==> src/rtl/pmic_irq_pkg.sv <==
package pmic_irq_pkg;

  localparam int unsigned DW = 8;

  // register bit positions (software decodes these)
  localparam int unsigned B_PG    = 7;
  localparam int unsigned B_LDO   = 6;
  localparam int unsigned B_BUCK  = 5;
  localparam int unsigned B_CLK   = 4;
  localparam int unsigned B_TSD   = 3;
  localparam int unsigned B_TWARN = 2;
  localparam int unsigned B_OVP   = 1;
  localparam int unsigned B_MEAS  = 0;

  // sticky bits; the rest are summaries
  localparam logic [DW-1:0] STICKY_MASK = 8'b1001_1111;

  // index of each asynchronous detector in the synchronizer vector
  localparam int unsigned S_PG    = 0;
  localparam int unsigned S_CLK   = 1;
  localparam int unsigned S_TSD   = 2;
  localparam int unsigned S_TWARN = 3;
  localparam int unsigned S_OVP   = 4;
  localparam int unsigned N_DET   = 5;

endpackage

==> src/rtl/pmic_irq_sync.sv <==
module pmic_irq_sync #(
  parameter int unsigned W      = 5,
  parameter int unsigned STAGES = 2
) (
  input  logic         clk,
  input  logic         rst_n,
  input  logic [W-1:0] async_in,
  output logic [W-1:0] level_o,
  output logic [W-1:0] rise_o,
  output logic [W-1:0] fall_o
);

  logic [W-1:0] stg_q [STAGES];
  logic [W-1:0] stg_d [STAGES];
  logic [W-1:0] prev_q;

  always_comb begin
    stg_d[0] = async_in;
    for (int s = 1; s < STAGES; s++) stg_d[s] = stg_q[s-1];
  end

  always_ff @(posedge clk or negedge rst_n) begin
    if (!rst_n) begin
      for (int s = 0; s < STAGES; s++) stg_q[s] <= '0;
      prev_q <= '0;
    end else begin
      for (int s = 0; s < STAGES; s++) stg_q[s] <= stg_d[s];
      prev_q <= stg_q[STAGES-1];
    end
  end

  assign level_o = stg_q[STAGES-1];
  assign rise_o  = level_o & ~prev_q;
  assign fall_o  = ~level_o & prev_q;

endmodule

==> src/rtl/pmic_irq_flags.sv <==
module pmic_irq_flags #(
  parameter int unsigned    W    = 8,
  parameter logic [W-1:0]   MASK = '1
) (
  input  logic         clk,
  input  logic         rst_n,
  input  logic [W-1:0] set_i,
  input  logic [W-1:0] clr_i,
  output logic [W-1:0] flag_o
);

  for (genvar i = 0; i < W; i++) begin : g_bit
    if (MASK[i]) begin : g_sticky
      logic bit_q, bit_d, bit_en;
      // set dominates clear so a colliding event is kept
      assign bit_d  = set_i[i] | (bit_q & ~clr_i[i]);
      assign bit_en = set_i[i] | clr_i[i];
      always_ff @(posedge clk or negedge rst_n) begin
        if (!rst_n)      bit_q <= 1'b0;
        else if (bit_en) bit_q <= bit_d;
      end
      assign flag_o[i] = bit_q;
    end else begin : g_none
      logic unused_in;
      assign unused_in = set_i[i] ^ clr_i[i];
      assign flag_o[i] = 1'b0;
    end
  end

endmodule

==> src/rtl/pmic_irq_lock.sv <==
module pmic_irq_lock #(
  parameter int unsigned N_REG = 4,
  parameter int unsigned N_GPO = 2
) (
  input  logic             clk,
  input  logic             rst_n,
  input  logic             kill_i,
  input  logic             block_i,
  input  logic             force_low_i,
  input  logic [N_REG-1:0] on_req_i,
  input  logic [N_REG-1:0] off_req_i,
  input  logic [N_GPO-1:0] gpo_req_i,
  output logic [N_REG-1:0] reg_en_o,
  output logic [N_GPO-1:0] gpo_o
);

  logic [N_REG-1:0] on_q, on_d;
  logic             on_en;

  always_comb begin
    if (kill_i) on_d = '0;
    else        on_d = (on_q | (on_req_i & {N_REG{~block_i}})) & ~off_req_i;
    on_en = kill_i | (|on_req_i) | (|off_req_i);
  end

  always_ff @(posedge clk or negedge rst_n) begin
    if (!rst_n)     on_q <= '0;
    else if (on_en) on_q <= on_d;
  end

  assign reg_en_o = on_q;
  assign gpo_o    = gpo_req_i & {N_GPO{~force_low_i}};

endmodule

==> src/rtl/pmic_irq_top.sv <==
module pmic_irq_top
  import pmic_irq_pkg::*;
#(
  parameter int unsigned    AW       = 8,
  parameter logic [AW-1:0]  REG_ADDR = 8'h19,
  parameter int unsigned    N_REG    = 4,
  parameter int unsigned    N_GPO    = 2,
  parameter int unsigned    SYNC_LEN = 2
) (
  input  logic             clk,
  input  logic             rst_n,
  input  logic [AW-1:0]    bus_addr,
  input  logic             bus_wr,
  input  logic [DW-1:0]    bus_wdata,
  output logic [DW-1:0]    bus_rdata,
  input  logic             pg_in,
  input  logic             ext_clk_det_in,
  input  logic             tsd_in,
  input  logic             twarn_in,
  input  logic             ovp_in,
  input  logic             meas_done_i,
  input  logic [DW-1:0]    ldo_pend_i,
  input  logic [DW-1:0]    buck_pend_i,
  input  logic [N_REG-1:0] reg_on_req_i,
  input  logic [N_REG-1:0] reg_off_req_i,
  input  logic [N_GPO-1:0] gpo_req_i,
  output logic [N_REG-1:0] reg_en_o,
  output logic [N_GPO-1:0] gpo_o,
  output logic             irq_o,
  output logic             tsd_live_o,
  output logic             twarn_live_o,
  output logic             ovp_live_o
);

  logic [N_DET-1:0] det_raw, det_lvl, det_rise, det_fall;
  logic [DW-1:0]    set_vec, clr_vec, sticky, reg_val;
  logic             wr_hit, irq_q, irq_d;

  always_comb begin
    det_raw          = '0;
    det_raw[S_PG]    = pg_in;
    det_raw[S_CLK]   = ext_clk_det_in;
    det_raw[S_TSD]   = tsd_in;
    det_raw[S_TWARN] = twarn_in;
    det_raw[S_OVP]   = ovp_in;
  end

  pmic_irq_sync #(.W(N_DET), .STAGES(SYNC_LEN)) u_sync (
    .clk      (clk),
    .rst_n    (rst_n),
    .async_in (det_raw),
    .level_o  (det_lvl),
    .rise_o   (det_rise),
    .fall_o   (det_fall)
  );

  assign wr_hit  = bus_wr && (bus_addr == REG_ADDR);
  assign clr_vec = wr_hit ? bus_wdata : '0;

  always_comb begin
    set_vec          = '0;
    set_vec[B_PG]    = det_fall[S_PG];
    set_vec[B_CLK]   = det_rise[S_CLK] | det_fall[S_CLK];
    set_vec[B_TSD]   = det_rise[S_TSD];
    set_vec[B_TWARN] = det_rise[S_TWARN];
    set_vec[B_OVP]   = det_rise[S_OVP];
    set_vec[B_MEAS]  = meas_done_i;
  end

  pmic_irq_flags #(.W(DW), .MASK(STICKY_MASK)) u_flags (
    .clk    (clk),
    .rst_n  (rst_n),
    .set_i  (set_vec),
    .clr_i  (clr_vec),
    .flag_o (sticky)
  );

  always_comb begin
    reg_val         = sticky;
    reg_val[B_LDO]  = |ldo_pend_i;
    reg_val[B_BUCK] = |buck_pend_i;
  end

  assign bus_rdata = (bus_addr == REG_ADDR) ? reg_val : '0;

  assign irq_d = |reg_val;
  always_ff @(posedge clk or negedge rst_n) begin
    if (!rst_n) irq_q <= 1'b0;
    else        irq_q <= irq_d;
  end
  assign irq_o = irq_q;

  pmic_irq_lock #(.N_REG(N_REG), .N_GPO(N_GPO)) u_lock (
    .clk         (clk),
    .rst_n       (rst_n),
    .kill_i      (set_vec[B_TSD] | set_vec[B_OVP]),
    .block_i     (sticky[B_TSD]),
    .force_low_i (sticky[B_TSD] | sticky[B_OVP]),
    .on_req_i    (reg_on_req_i),
    .off_req_i   (reg_off_req_i),
    .gpo_req_i   (gpo_req_i),
    .reg_en_o    (reg_en_o),
    .gpo_o       (gpo_o)
  );

  assign tsd_live_o   = det_lvl[S_TSD];
  assign twarn_live_o = det_lvl[S_TWARN];
  assign ovp_live_o   = det_lvl[S_OVP];

endmodule

==> config.mk <==
export PLATFORM = sky130hd
export DESIGN_NAME = pmic_irq_top
export DESIGN_NICKNAME = d
export VERILOG_FILES = /design/src/rtl/pmic_irq_pkg.sv /design/src/rtl/pmic_irq_sync.sv /design/src/rtl/pmic_irq_flags.sv /design/src/rtl/pmic_irq_lock.sv /design/src/rtl/pmic_irq_top.sv
export SDC_FILE = /design/constraint.sdc
export NUM_CORES = 1
export LEC_CHECK = 0
export BUFFER_PORTS_ARGS = -buffer_cell sky130_fd_sc_hd__clkbuf_2
export CAP_MARGIN = 0
export CORE_MARGIN = 5
export CORE_UTILIZATION = 38
export DETAILED_ROUTE_END_ITERATION = 7
export PLACE_DENSITY = 0.74
export SETUP_SLACK_MARGIN = 0.4
export SLEW_MARGIN = 10
export SYNTH_ARGS = -nofsm -noshare
export SYNTH_HDL_FRONTEND = slang
export SYNTH_HIERARCHICAL = 1
export SYNTH_SLANG_ARGS = --single-unit
==> constraint.sdc <==
create_clock -name clk -period 1.4 [get_ports clk]
set_input_delay 0.14 -clock clk [delete_from_list [all_inputs] [get_ports clk]]
set_output_delay 0.14 -clock clk [all_outputs]
set_load 0.05 [all_outputs]
# Yosys cells after proc, flatten, opt, wreduce, memory -nomap -nowiden

Index checks and enable logic that the tools add are counted.

Flip-flop bits (word level): 26
Memory bits (read-only): 0
Latch bits: 0
RAM bits: 0
Output and inout port bits: 18
Memories: 0

Equal/unequal tests: 1
$lt $le $gt $ge: 0
Reduce and logical (&&, ||, !) cells: 6
Shifts and indexed selects: 0
Multiply operators: 0
Bitwise logic cells: 40
Muxes and demuxes: 3
Divide/modulo/power cells: 0
Add/subtract/negate cells: 0

Operator list:

| operator             | count |
|---|---|
| $reduce_or A22 Y1    | 1 |
| $or A1 B1 Y1         | 17 |
| $mux W8              | 2 |
| $reduce_or A8 Y1     | 2 |
| $and A4 B4 Y4        | 2 |
| $eq A8 B5 Y1 const B | 1 |
| $not A1 Y1           | 8 |
| $reduce_or A4 Y1     | 2 |
| $and A1 B1 Y1        | 6 |
| $and A5 B5 Y5        | 1 |
| $not A5 Y5           | 1 |
| $and A2 B2 Y2        | 2 |
| $mux W4              | 1 |
| $not A4 Y4           | 1 |
| $or A4 B4 Y4         | 1 |
| $not A2 Y2           | 1 |
| $logic_and A1 B1 Y1  | 1 |

# Depth between registers and ports, before layout

Gate-level depths: netlist of run 1.

Depth in word-level cells: 6
Depth in mapped cells: 5
Gate-level depth less buffers: 5

# By module

Netlist of run 1, hierarchy kept.

Modules (own cells, without submodules):

| module         | times used | cells an instance | area each (µm²) |
|---|---|---|---|
| pmic_irq_sync  | 1          | 25                | 462.9 |
| pmic_irq_flags | 1          | 27                | 281.5 |
| pmic_irq_top   | 1          | 33                | 225.2 |
| pmic_irq_lock  | 1          | 18                | 182.7 |

# Worst setup path before layout of run 1

No wires, ideal clock.

Kind: register to output
Start point: register u_flags.g_bit[3].g_sticky.bit_q
End point: output gpo_o[0]
Arrival: 1.506 ns
Slack: -0.246 ns
Buffers on the path: 1
Stages on the path, launching flop included: 4
Cells stage by stage: dfrtp_1 -> buf_4 -> or2_2 -> nor2b_1

Longest elaborated chain between the ends: 3

Ends and longest elaborated chain:

| item                   | RTL line             | text |
|---|---|---|
| start, declared        | pmic_irq_flags.sv:14 | `logic bit_q, bit_d, bit_en;` |
| start signal, assigned | pmic_irq_flags.sv:20 | `else if (bit_en) bit_q <= bit_d;` |
| $or A1 B1 Y1           | pmic_irq_top.sv:98   | `.force_low_i (sticky[B_TSD] \| sticky[B_OVP]),` |
| $not A1 Y1             | pmic_irq_lock.sv:32  | `assign gpo_o = gpo_req_i & {N_GPO{~force_low_i}};` |
| $and A2 B2 Y2          | pmic_irq_lock.sv:32  |  |
| end, declared          | pmic_irq_top.sv:28   | `output logic [N_GPO-1:0] gpo_o,` |

No other way between the ends.

# Final worst setup path of run 1

Start point: register u_flags.g_bit[4].g_sticky.bit_q
End point: register irq_q (netlist: irq_o)

Longest elaborated chain between the ends: 1

Ends and longest elaborated chain:

| item                   | RTL line             | text |
|---|---|---|
| start, declared        | pmic_irq_flags.sv:14 |  |
| start signal, assigned | pmic_irq_flags.sv:20 |  |
| $reduce_or A22 Y1      | pmic_irq_top.sv:86   | `assign irq_d = \|reg_val;` |
| named net irq_d        | pmic_irq_top.sv:37   | `logic wr_hit, irq_q, irq_d;` |
| end signal, assigned   | pmic_irq_top.sv:89   | `else irq_q <= irq_d;` |
| end, declared          | pmic_irq_top.sv:37   |  |

The timed path passes the listed nets, and every way through them passes these cells.
A chain may end at the register's enable or synchronous reset.

==> impl_results.md, run 1 <==
* Fmax at 0.7006 GHz
* Antenna Diode Count at 0
* PortBufs at 66
* Post-route cell area at 2009 sq um
* CP max stage delay at 0.51 ns
* First-pass GRT wire length at 4.609 mm
* Cell Pwr Density at 642.7 nW/um^2
* Die ar. at 4015 sq um
* CP cell instances: or4_1 > or4_1
* Syn nets at 144
* CP most frequent cell: or4_1
* CP max FO at 2
* Total CTS buffers at 3
* Final core utilization at 73.50%
* Post-Syn Area at 1082 sq um
* Mapped Cells at 93
* Synthesis-to-layout area growth at 85.66%
* Core ar. at 2734 sq um
* Root buffer cell: clkbuf_4
* Detailed Route Iter0 Violations at 10
* Chip width at 63.37 um
* Post-route ant nets at 0
* DP Area at 1526 sq um
* GRT Util Overall at 14.25%
* CP endpoint kind: register
* Initial antenna violation count at 0
* Crit start category: register
* Clock latency on the worst-skew pair at 0.31 ns
* Io pins at 69
* Worst EP required at 1.59 ns
* RePlAce Congestion at 0.7416
* Die Y at 63.37 um
* Pwr Total at 1.291 mW
* Largest net degree at the start of global routing at 27
* Fin Hold WS at 0.05690 ns
* # H-tree levels at 1
* Share of layout cells above drive strength 1 at 69.27%
* Hold Vio Cnt, Final at 0
* Num Clock Sinks at 26
* Fin crit period at 1.427 ns
* Clock-pin slew on the worst setup and hold paths at 0.13 ns
* CP Class: reg -> reg
* P_leak at 0.9483 nW
* Post-DR wirelength/cell at 13.66 um
* Drt pass-1 iters at 6
* Post-synthesis area per instance at 11.64 sq um
* Vias in the first global route at 992
* Final period util at 102.0%
* Post-place setup slack at -0.004275 ns
* Via density at 4.643
* Worst hold path type: in -> reg
* Final wirelength at 2.868 mm
* Total gr overflow at 0
* Final setup fails at 3
* Clk_skew at 0.008618 ns
* Slew margin rel. at 59.36%
* RSZ-0062 raised after global routing: yes
* Fin Setup TNS at -0.05968 ns
* Max-cap viol count at 0
* Vias at 975
* HPWL Detailed at 2.009 mm
* DRC Markers at 0
* Placed Cells at 187
* Failing checks: negative setup slack
* Initial Util at 39.59%
* Worst-Margin Slew at 0.6095 ns
* Clock tree buffer depth at 2
* VDD IR-drop max at 0.8467 mV
* Final Worst Setup Slack at -0.02742 ns
* Finished Layout Cells at 210
* CP max stage cell: or4_1
* Max Slew Vio Count at 0
* CTS tree: yes
* CP arrival at 1.62 ns
* Num rows at 19
* Outcome: complete, but fails checks
* Layout Nets at 231
* Syn. warnings at 6
==> sequential cells by signal, summed over array words and instances (netlist names) <==
register,cells
irq_o,1
u_lock/reg_en_o,4
u_sync/stg_d,5
u_flags/g_bit.g_sticky.bit_q,6
u_sync/level_o,5
u_sync/prev_q,5
==> worst max-delay path, delay by kind of cell, from the launching register on <==
kind / cells / cell delay, ns
DFF: 1 / 0.40
and+or+nand+nor: 2 / 0.91
==> timing repair <==
item	in CTS	in global routing
cloned	1	0
hold buffers	7	0
endpoints found under the setup margin	24	29
pin swaps	10	11
resized for setup	56	15
buffers inserted	6	5
endpoints found under the hold margin	32	0
==> area by class of cell <==
type | count | area [sq um]
clock buffer | 4 | 26.28
multi-input combinational | 54 | 444.2
timing repair buffer | 89 | 823.3
fill | 178 | 724.4
sequential | 26 | 654.4
inverter | 6 | 22.52
tap | 31 | 38.79
==> layout by cell type, fill, tap and decap left out, types with 6 or more instances in the layout <==
| cell type | instances |
|---|---|
| a21o_1 | 6 |
| and2_4 | 8 |
| and2b_2 | 6 |
| and3_4 | 6 |
| buf_4 | 9 |
| buf_6 | 8 |
| buf_8 | 7 |
| clkbuf_16 | 7 |
| clkbuf_2 | 47 |
| dfrtp_1 | 23 |
| dlygate4sd3_1 | 7 |
| inv_2 | 6 |
==> path summary, 6_finish.rpt <==
check	start	to	slack, ns	cells after the start
max	u_flags/g_bit[4].g_sticky.bit_q	irq_o	-0.03	2
min	reg_off_req_i[2]	u_lock/reg_en_o[2]	0.06	3
max reg2reg	u_flags/g_bit[4].g_sticky.bit_q	irq_o	-0.03	2
min reg2reg	u_sync/stg_d[3]	u_sync/level_o[3]	0.36	0
max in group asynchronous	rst_n	u_sync/level_o[3]	0.64	2
min in group asynchronous	rst_n	u_sync/stg_d[4]	0.34	2
==> layer usage <==
metal / part of all wire [%] / wire (um) / global-route usage, % / up-vias
li1: - / - / - / 473
met1: 37 / 1062 / 16.04 / 461
met2: 53 / 1523 / 25.76 / 39
met3: 9.0 / 258 / 4.263 / 2
met4: 0.84 / 24 / 3.896 / 0
met5: 0 / 0 / 0 / -
==> power by group <==
group          switching (mW)  internal, mW  leakage [nW]  total [mW]
clock network           0.205         0.111        0.0150       0.316
registers              0.0107         0.774         0.289       0.785
logic                  0.0757         0.115         0.644       0.191
total                   0.291          1.00         0.948        1.29
Power figures use the tool's default switching activity.
==> run 2, diff against run 1 <==
--- a/config.mk
+++ b/config.mk
@@ -8,12 +8,11 @@
 export BUFFER_PORTS_ARGS = -buffer_cell sky130_fd_sc_hd__clkbuf_2
 export CAP_MARGIN = 0
 export CORE_MARGIN = 5
-export CORE_UTILIZATION = 38
+export CORE_UTILIZATION = 36
 export DETAILED_ROUTE_END_ITERATION = 7
 export PLACE_DENSITY = 0.74
 export SETUP_SLACK_MARGIN = 0.4
 export SLEW_MARGIN = 10
 export SYNTH_ARGS = -nofsm -noshare
 export SYNTH_HDL_FRONTEND = slang
-export SYNTH_HIERARCHICAL = 1
 export SYNTH_SLANG_ARGS = --single-unit
==> run 2 against run 1 <==
Against the previous run:
- the run still ends with negative setup slack left
- register-to-register slack improved by 0.38 ns
- clock power increased by 2%
- critical path depth increased by 1
- sequential cell count unchanged
- worst setup slack improved by 0.019 ns
- combinational power increased by 5%
- critical endpoint is now gpo_o[0]
- largest cell class unchanged
==> impl_results.md, run 2 <==
* Share of the synthesized area in the top cell type at 66.16%
* Total gr overflow at 0 (unchanged)
* Synth unique cells at 19
* Post-synthesis area per instance at 11.71 sq um (was 11.64 sq um)
* Final wirelength at 3.738 mm (was 2.868 mm)
* CP Class: reg -> out (was reg -> reg)
* Chip width at 62.27 um (was 63.37 um)
* Clk_skew at 0.01526 ns (was 0.008618 ns)
* Antenna Diode Count at 0 (unchanged)
* Final Worst Setup Slack at -0.008717 ns (was -0.02742 ns)
* CP max FO at 3 (was 2)
* Core ar. at 2686 sq um (was 2734 sq um)
* CTS tree: yes (unchanged)
* Layout Nets at 236 (was 231)
* Commonest non-fill, non-tap cell in the layout: clkbuf_2 (unchanged)
* Pwr Total at 1.309 mW (was 1.291 mW)
* CP max stage delay at 0.44 ns (was 0.51 ns)
* Failing checks: negative setup slack (unchanged)
* Fin Setup TNS at -0.01152 ns (was -0.05968 ns)
* Crit start category: register (unchanged)
* R2r worst-path depth at 4 (was 2)
* Synthesis-to-layout area growth at 108.7% (was 85.66%)
* Root buffer cell: clkbuf_4 (unchanged)
* Post-place setup slack at 0.006494 ns (was -0.004275 ns)
* Post-route cell area at 2052 sq um (was 2009 sq um)
* Mapped Cells at 84 (was 93)
* CP endpoint kind: primary output (was register)
* Finished Layout Cells at 215 (was 210)
* HPWL Detailed at 2.091 mm (was 2.009 mm)
* Vias at 1108 (was 975)
* Max-cap viol count at 0 (unchanged)
* Placed Cells at 182 (was 187)
* Final core utilization at 76.39% (was 73.50%)
* Critical Path Stages at 3 (was 2)
* Final period util at 100.6% (was 102.0%)
* CP bufs+invs at 1 (was 0)
* Clock latency on the worst-skew pair at 0.32 ns (was 0.31 ns)
* Hold path start: reg_on_req_i[0] (was reg_off_req_i[2])
* DP Area at 1409 sq um (was 1526 sq um)
* Hold Vio Cnt, Final at 0 (unchanged)
* Post-DR wirelength/cell at 17.39 um (was 13.66 um)
* Max FFs per register at 6 (unchanged)
* Most frequent cells in the layout: 46 x clkbuf_2, 23 x dfrtp_1, 15 x buf_4 (was 47 x clkbuf_2, 23 x dfrtp_1, 9 x buf_4)
* Via density at 5.153 (was 4.643)
* Top FF cell, synth: dfrtp_1
* Top cells by area, synth: dfrtp_1 66%, and2_1 5.1%, nor2_1 4.6%, a21oi_1 4.1%, nor2b_1 3.2%
* Num Clock Sinks at 26 (unchanged)
* First-pass GRT wire length at 5.602 mm (was 4.609 mm)
* Number of synthesized flops with an enable pin at 0
* Drt pass-1 iters at 4 (was 6)
* Critical path's top delay family: flip-flops (was simple AND/OR/NAND/NOR gates)
* Register Area at 654.4 sq um (unchanged)
* Worst hold endpoint: u_lock.reg_en_o[0] (was u_lock/reg_en_o[2])
* Largest net degree at the start of global routing at 27 (unchanged)
* Post-Syn Area at 983.4 sq um (was 1082 sq um)
* RSZ-0062 raised after global routing: yes (unchanged)
* Syn nets at 135 (was 144)
* CP arrival at 1.27 ns (was 1.62 ns)
* Post-route ant nets at 0 (unchanged)
* Io pins at 69 (unchanged)
* Reg-to-Reg End: u_flags.g_bit[1].g_sticky.bit_q (was irq_o)
* Area leader, netlist: dfrtp_1
* R2R setup slack at 0.35 ns (was -0.03 ns)
* PortBufs at 66 (unchanged)
* Total CTS buffers at 3 (unchanged)
* Fmax at 0.7099 GHz (was 0.7006 GHz)
* RePlAce Congestion at 0.8098 (was 0.7416)
* Area of the multi-input gates at 469.2 sq um (was 444.2 sq um)
* Post-synthesis register bit count at 26
* GRT Util Overall at 17.93% (was 14.25%)
* DRC Markers at 0 (unchanged)
* Syn. warnings at 0 (was 6)
* Max Slew Vio Count at 0 (unchanged)
* Clock-pin slew on the worst setup and hold paths at 0.14 ns (was 0.13 ns)
* Share of layout cells above drive strength 1 at 66.30% (was 69.27%)
* Cell Pwr Density at 637.9 nW/um^2 (was 642.7 nW/um^2)
* Initial antenna violation count at 0 (unchanged)
* Num rows at 19 (unchanged)
* Ys async rst share at 100.0%
* Die Y at 62.27 um (was 63.37 um)
* Post-synthesis sequential area ratio at 66.16%
* Fill count at 151 (was 178)
* Vias in the first global route at 1158 (was 992)
* CP cell instances: nor2_2 > and2_4 > clkbuf_16 (was or4_1 > or4_1)
* VDD IR-drop max at 0.7097 mV (was 0.8467 mV)
* Reg2reg start: u_flags.g_bit[1].g_sticky.bit_q (was u_flags/g_bit[4].g_sticky.bit_q)
* P_leak at 0.9827 nW (was 0.9483 nW)
* Outcome: complete, but fails checks (unchanged)
* CP max stage cell: dfrtp_1 (was or4_1)
* # H-tree levels at 1 (unchanged)
* Register with the most flip-flops: u_flags.g_bit.g_sticky.bit_q (was u_flags/g_bit.g_sticky.bit_q)
* Fin crit period at 1.409 ns (was 1.427 ns)
* Die ar. at 3877 sq um (was 4015 sq um)
* Slew margin rel. at 62.40% (was 59.36%)
* Worst EP required at 1.26 ns (was 1.59 ns)
* Worst-Margin Slew at 0.5640 ns (was 0.6095 ns)
* Clock tree buffer depth at 2 (unchanged)
* Commonest cells post-synth: 26 x dfrtp_1, 12 x nor2_1, 8 x a21oi_1, 8 x and2_1
* Initial Util at 36.61% (was 39.59%)
* Worst hold path type: in -> reg (unchanged)
* Hold depth at 3 (unchanged)
* Detailed Route Iter0 Violations at 64 (was 10)
* Fin Hold WS at 0.09286 ns (was 0.05690 ns)
* Final setup fails at 2 (was 3)
* Most frequent cell after synthesis: dfrtp_1
[run 2: worst max path at each step]
stage                                               start            to  slack, ns
after global routing      u_flags.g_bit[1].g_sticky.bit_q      gpo_o[0]      -0.07
after CTS                 u_flags.g_bit[1].g_sticky.bit_q      gpo_o[0]       0.02
after detailed placement                    ldo_pend_i[1]  bus_rdata[6]      0.006
after global placement                     buck_pend_i[5]  bus_rdata[5]       0.01
final                     u_flags.g_bit[1].g_sticky.bit_q      gpo_o[0]     -0.009
after floorplan                            buck_pend_i[5]  bus_rdata[5]       0.28
[run 2: final cells by class]
| cell class | instances | share of cell area (%) |
|---|---|---|
| clock buffers | 4 | 1.280 |
| multi-input cells | 57 | 22.87 |
| inverters | 1 | 0.1829 |
| well taps | 31 | 1.890 |
| flip-flops and latches | 26 | 31.89 |
| repair buffers | 96 | 41.89 |
[run 2: repair_timing]
action,4_1_cts,5_1_grt
hold endpoints to repair,35,1
gates resized for setup,54,29
hold buffers,10,1
setup buffers,14,3
cloned,1,0
endpoints found under the setup margin,20,26
pin swaps,12,4
[run 2: cells by family (layout without fill, tap and decap cells)]
kind of cell	Yosys count	count (layout)	share of synthesized area, %
DFF	26	26	66.16
xor gates and xnor gates	1	1	0.8907
and+or+nand+nor	45	46	25.70
buffers and inverters	2	101	1.526
AOI/OAI and AO/OA	10	10	5.726
[run 2: routing by layer]
layer | global-route usage, % | vias up | part of all wire (%)
li1 | - | 489 | -
met1 | 19.15 | 538 | 34
met2 | 32.90 | 67 | 54
met3 | 3.964 | 14 | 7.8
met4 | 8.488 | 0 | 3.9
met5 | 0 | - | 0
[run 2: worst register-to-register path, stage by stage, from the launching register on]
cell and delay [ns]:
dfrtp_1 0.44, buf_4 0.15, buf_4 0.13, nor2b_1 0.14, a41oi_1 0.07
[run 2: power breakdown]
part / switching, mW / internal [mW] / total [mW]
sequential: 0.0119 / 0.774 / 0.786
combinational: 0.0915 / 0.109 / 0.200
clock: 0.211 / 0.111 / 0.323
total: 0.315 / 0.994 / 1.31
==> run 3, diff against run 2 <==
--- a/config.mk
+++ b/config.mk
@@ -8,9 +8,9 @@
 export BUFFER_PORTS_ARGS = -buffer_cell sky130_fd_sc_hd__clkbuf_2
 export CAP_MARGIN = 0
 export CORE_MARGIN = 5
-export CORE_UTILIZATION = 36
+export CORE_UTILIZATION = 42
 export DETAILED_ROUTE_END_ITERATION = 7
-export PLACE_DENSITY = 0.74
+export PLACE_DENSITY = 0.82
 export SETUP_SLACK_MARGIN = 0.4
 export SLEW_MARGIN = 10
 export SYNTH_ARGS = -nofsm -noshare
==> constraint.sdc (replaced) <==
create_clock -name clk -period 1.7 [get_ports clk]
set_input_delay 0.17 -clock clk [delete_from_list [all_inputs] [get_ports clk]]
set_output_delay 0.17 -clock clk [all_outputs]
set_load 0.05 [all_outputs]
==> run 3 against run 2 <==
Against the previous run:
- the flow now finishes without violations
- hold slack lost 0.031 ns
- combinational power shrank 30%
- die area shrank 12%
- via count shrank 10%
- utilization grew 4.3 points
- global-route usage grew 1.8 points
- design area shrank 12%
- clock power grew 29%
- clock-buffer cell count shrank 1
==> impl_results.md, run 3 (synthesis gave the netlist of run 2 again) <==
* CP max stage cell: dfrtp_1 (unchanged)
* Register with the most flip-flops: u_flags.g_bit.g_sticky.bit_q (unchanged)
* CP max stage delay at 0.45 ns (was 0.44 ns)
* Max Slew Vio Count at 0 (unchanged)
* Max-cap viol count at 0 (unchanged)
* Final setup fails at 0 (was 2)
* Post-place setup slack at 0.2402 ns (was 0.006494 ns)
* Max FFs per register at 6 (unchanged)
* Register Area at 650.6 sq um (was 654.4 sq um)
* Combinational power share at 11.7% (was 15.3%)
* PortBufs at 66 (unchanged)
* # H-tree levels at 1 (unchanged)
* P_leak at 0.8722 nW (was 0.9827 nW)
* Clk pwr share at 34.7% (was 24.7%)
* Most frequent cells in the layout: 55 x clkbuf_2, 26 x dfrtp_1, 10 x dlygate4sd3_1 (was 46 x clkbuf_2, 23 x dfrtp_1, 15 x buf_4)
* Worst hold path type: in -> reg (unchanged)
* Num rows at 17 (was 19)
* Post-route ant nets at 0 (unchanged)
* Worst EP required at 1.53 ns (was 1.26 ns)
* Cell Pwr Density at 667.1 nW/um^2 (was 637.9 nW/um^2)
* Clk_skew at 0.01235 ns (was 0.01526 ns)
* Largest net degree at the start of global routing at 27 (unchanged)
* CP arrival at 1.24 ns (was 1.27 ns)
* First-pass GRT wire length at 5.002 mm (was 5.602 mm)
* Placed Cells at 177 (was 182)
* Finished Layout Cells at 199 (was 215)
* Die Y at 58.39 um (was 62.27 um)
* Die ar. at 3409 sq um (was 3877 sq um)
* Num Clock Sinks at 26 (unchanged)
* Clock latency on the worst-skew pair at 0.32 ns (about the same)
* Outcome: finished clean (was complete, but fails checks)
* Clock tree buffer depth at 2 (unchanged)
* CTS tree: yes (unchanged)
* Fmax at 0.7071 GHz
* Detailed Route Iter0 Violations at 42 (was 64)
* Post-DR wirelength/cell at 16.69 um (was 17.39 um)
* Reg power frac at 53.6% (was 60.0%)
* Vias at 995 (was 1108)
* Io pins at 69 (unchanged)
* Final period util at 83.19%
* Fin crit period at 1.414 ns
* Initial antenna violation count at 0 (unchanged)
* Hold Vio Cnt, Final at 0 (unchanged)
* Commonest non-fill, non-tap cell in the layout: clkbuf_2 (unchanged)
* Core ar. at 2233 sq um (was 2686 sq um)
* Fin Setup TNS at 0 ns (was -0.01152 ns)
* CP Class: reg -> out (unchanged)
* Antenna Diode Count at 0 (unchanged)
* Share of layout cells above drive strength 1 at 56.14% (was 66.30%)
* CP cell instances: nor2_4 > and2_4 > clkbuf_16 (was nor2_2 > and2_4 > clkbuf_16)
* Worst-Margin Slew at 0.6096 ns (was 0.5640 ns)
* CP max FO at 3 (unchanged)
* Final wirelength at 3.322 mm (was 3.738 mm)
* Root buffer cell: clkbuf_4 (unchanged)
* Crit start category: register (unchanged)
* CP endpoint kind: primary output (unchanged)
* Via density at 5.000 (was 5.153)
* DRC Markers at 0 (unchanged)
* HPWL Detailed at 1.948 mm (was 2.091 mm)
* Sw power at 0.2531 mW (was 0.3149 mW)
* GRT Util Overall at 19.75% (was 17.93%)
* Vias in the first global route at 1052 (was 1158)
* Switching Share at 21.06% (was 24.06%)
* Slew margin rel. at 59.36% (was 62.40%)
* Drt pass-1 iters at 4 (unchanged)
* Initial Util at 44.03% (was 36.61%)
* Synthesis-to-layout area growth at 83.21% (was 108.7%)
* Final Worst Setup Slack at 0.2858 ns (was -0.008717 ns)
* Total CTS buffers at 3 (unchanged)
* Layout Nets at 223 (was 236)
* Total gr overflow at 0 (unchanged)
* Fill count at 121 (was 151)
* RePlAce Congestion at 0.7686 (was 0.8098)
* VDD IR-drop max at 0.7811 mV (was 0.7097 mV)
* Int Power at 0.9488 mW (was 0.9941 mW)
* Clock-pin slew on the worst setup and hold paths at 0.14 ns (about the same)
* RSZ-0062 raised after global routing: yes (unchanged)
* Chip width at 58.39 um (was 62.27 um)
* Area of the multi-input gates at 400.4 sq um (was 469.2 sq um)
## run 3: changes by cell type in the layout (fill, tap and decap cells not counted), moves of 3 or more
cell,delta
a21oi_1,+3
buf_4,-8
buf_6,-4
buf_8,-7
clkbuf_2,+9
dfrtp_1,+3
dfrtp_2,-3
nor2_2,-3
nor3_1,+4
nor3_2,-4
## run 3: through the flow
step / utilization, % / hold slack [ns] / area, sq um / total power [mW]
floorplan: - / -0.1256 / 994.7 / 0.6892
global placement: 60.39 / 0.2055 / 1349 / 0.7591
detailed placement: 60.39 / 0.2105 / 1349 / 0.7639
CTS: 80.00 / 0.03764 / 1787 / 1.209
global route: 80.67 / 0.05694 / 1802 / 1.250
finish: 80.67 / 0.06160 / 1802 / 1.202
## run 3: timing repair
action,4_1_cts,5_1_grt
pin swaps,12,6
hold buffers,10,0
endpoints found under the hold margin,35,0
setup buffers,7,0
endpoints found under the setup margin,10,10
cloned,1,0
gates resized for setup,45,5
## run 3: power by group through the flow
| stage | clock network [mW] | logic, mW | registers, mW |
|---|---|---|---|
| after floorplan | 0 | 0.0214 | 0.668 |
| after global placement | 0 | 0.104 | 0.655 |
| after detailed placement | 0 | 0.108 | 0.656 |
| after CTS | 0.429 | 0.136 | 0.644 |
| after global routing | 0.450 | 0.153 | 0.647 |
| final | 0.417 | 0.140 | 0.644 |
## run 3: critical path: cells and delay by family, from the launching register on
family	cells	cell delay, ns
buffers and inverters	1	0.15
DFF	1	0.45
and+or+nand+nor	2	0.31
## run 3: area by class of cell
type                       instances  share of cell area (%)
inverter                           1                  0.2083
multi-input combinational         57                   22.22
sequential                        26                   36.11
clock inverter                     1                   1.667
tap                               28                   1.944
clock buffer                       3                   1.250
timing repair buffer              83                   36.60
## run 3: path summary, 6_finish.rpt
kind / slack (ns) / end / startpoint / cells after the start
max: 0.29 / gpo_o[1] / u_flags.g_bit[3].g_sticky.bit_q / 3
min: 0.06 / u_flags.g_bit[1].g_sticky.bit_q / bus_wdata[1] / 2
max reg2reg: 0.61 / irq_o / u_flags.g_bit[4].g_sticky.bit_q / 2
min reg2reg: 0.36 / u_sync.level_o[1] / u_sync.stg_d[1] / 0
max in group asynchronous: 0.93 / u_sync.level_o[3] / rst_n / 2
min in group asynchronous: 0.36 / u_sync.stg_d[2] / rst_n / 2
## run 3: metal layers
layer	GRT usage, %	wire [um]	vias to the layer above
li1	-	-	462
met1	22.00	1257	471
met2	36.68	1715	56
met3	4.167	286	6
met4	6.954	62	0
met5	0	0	-
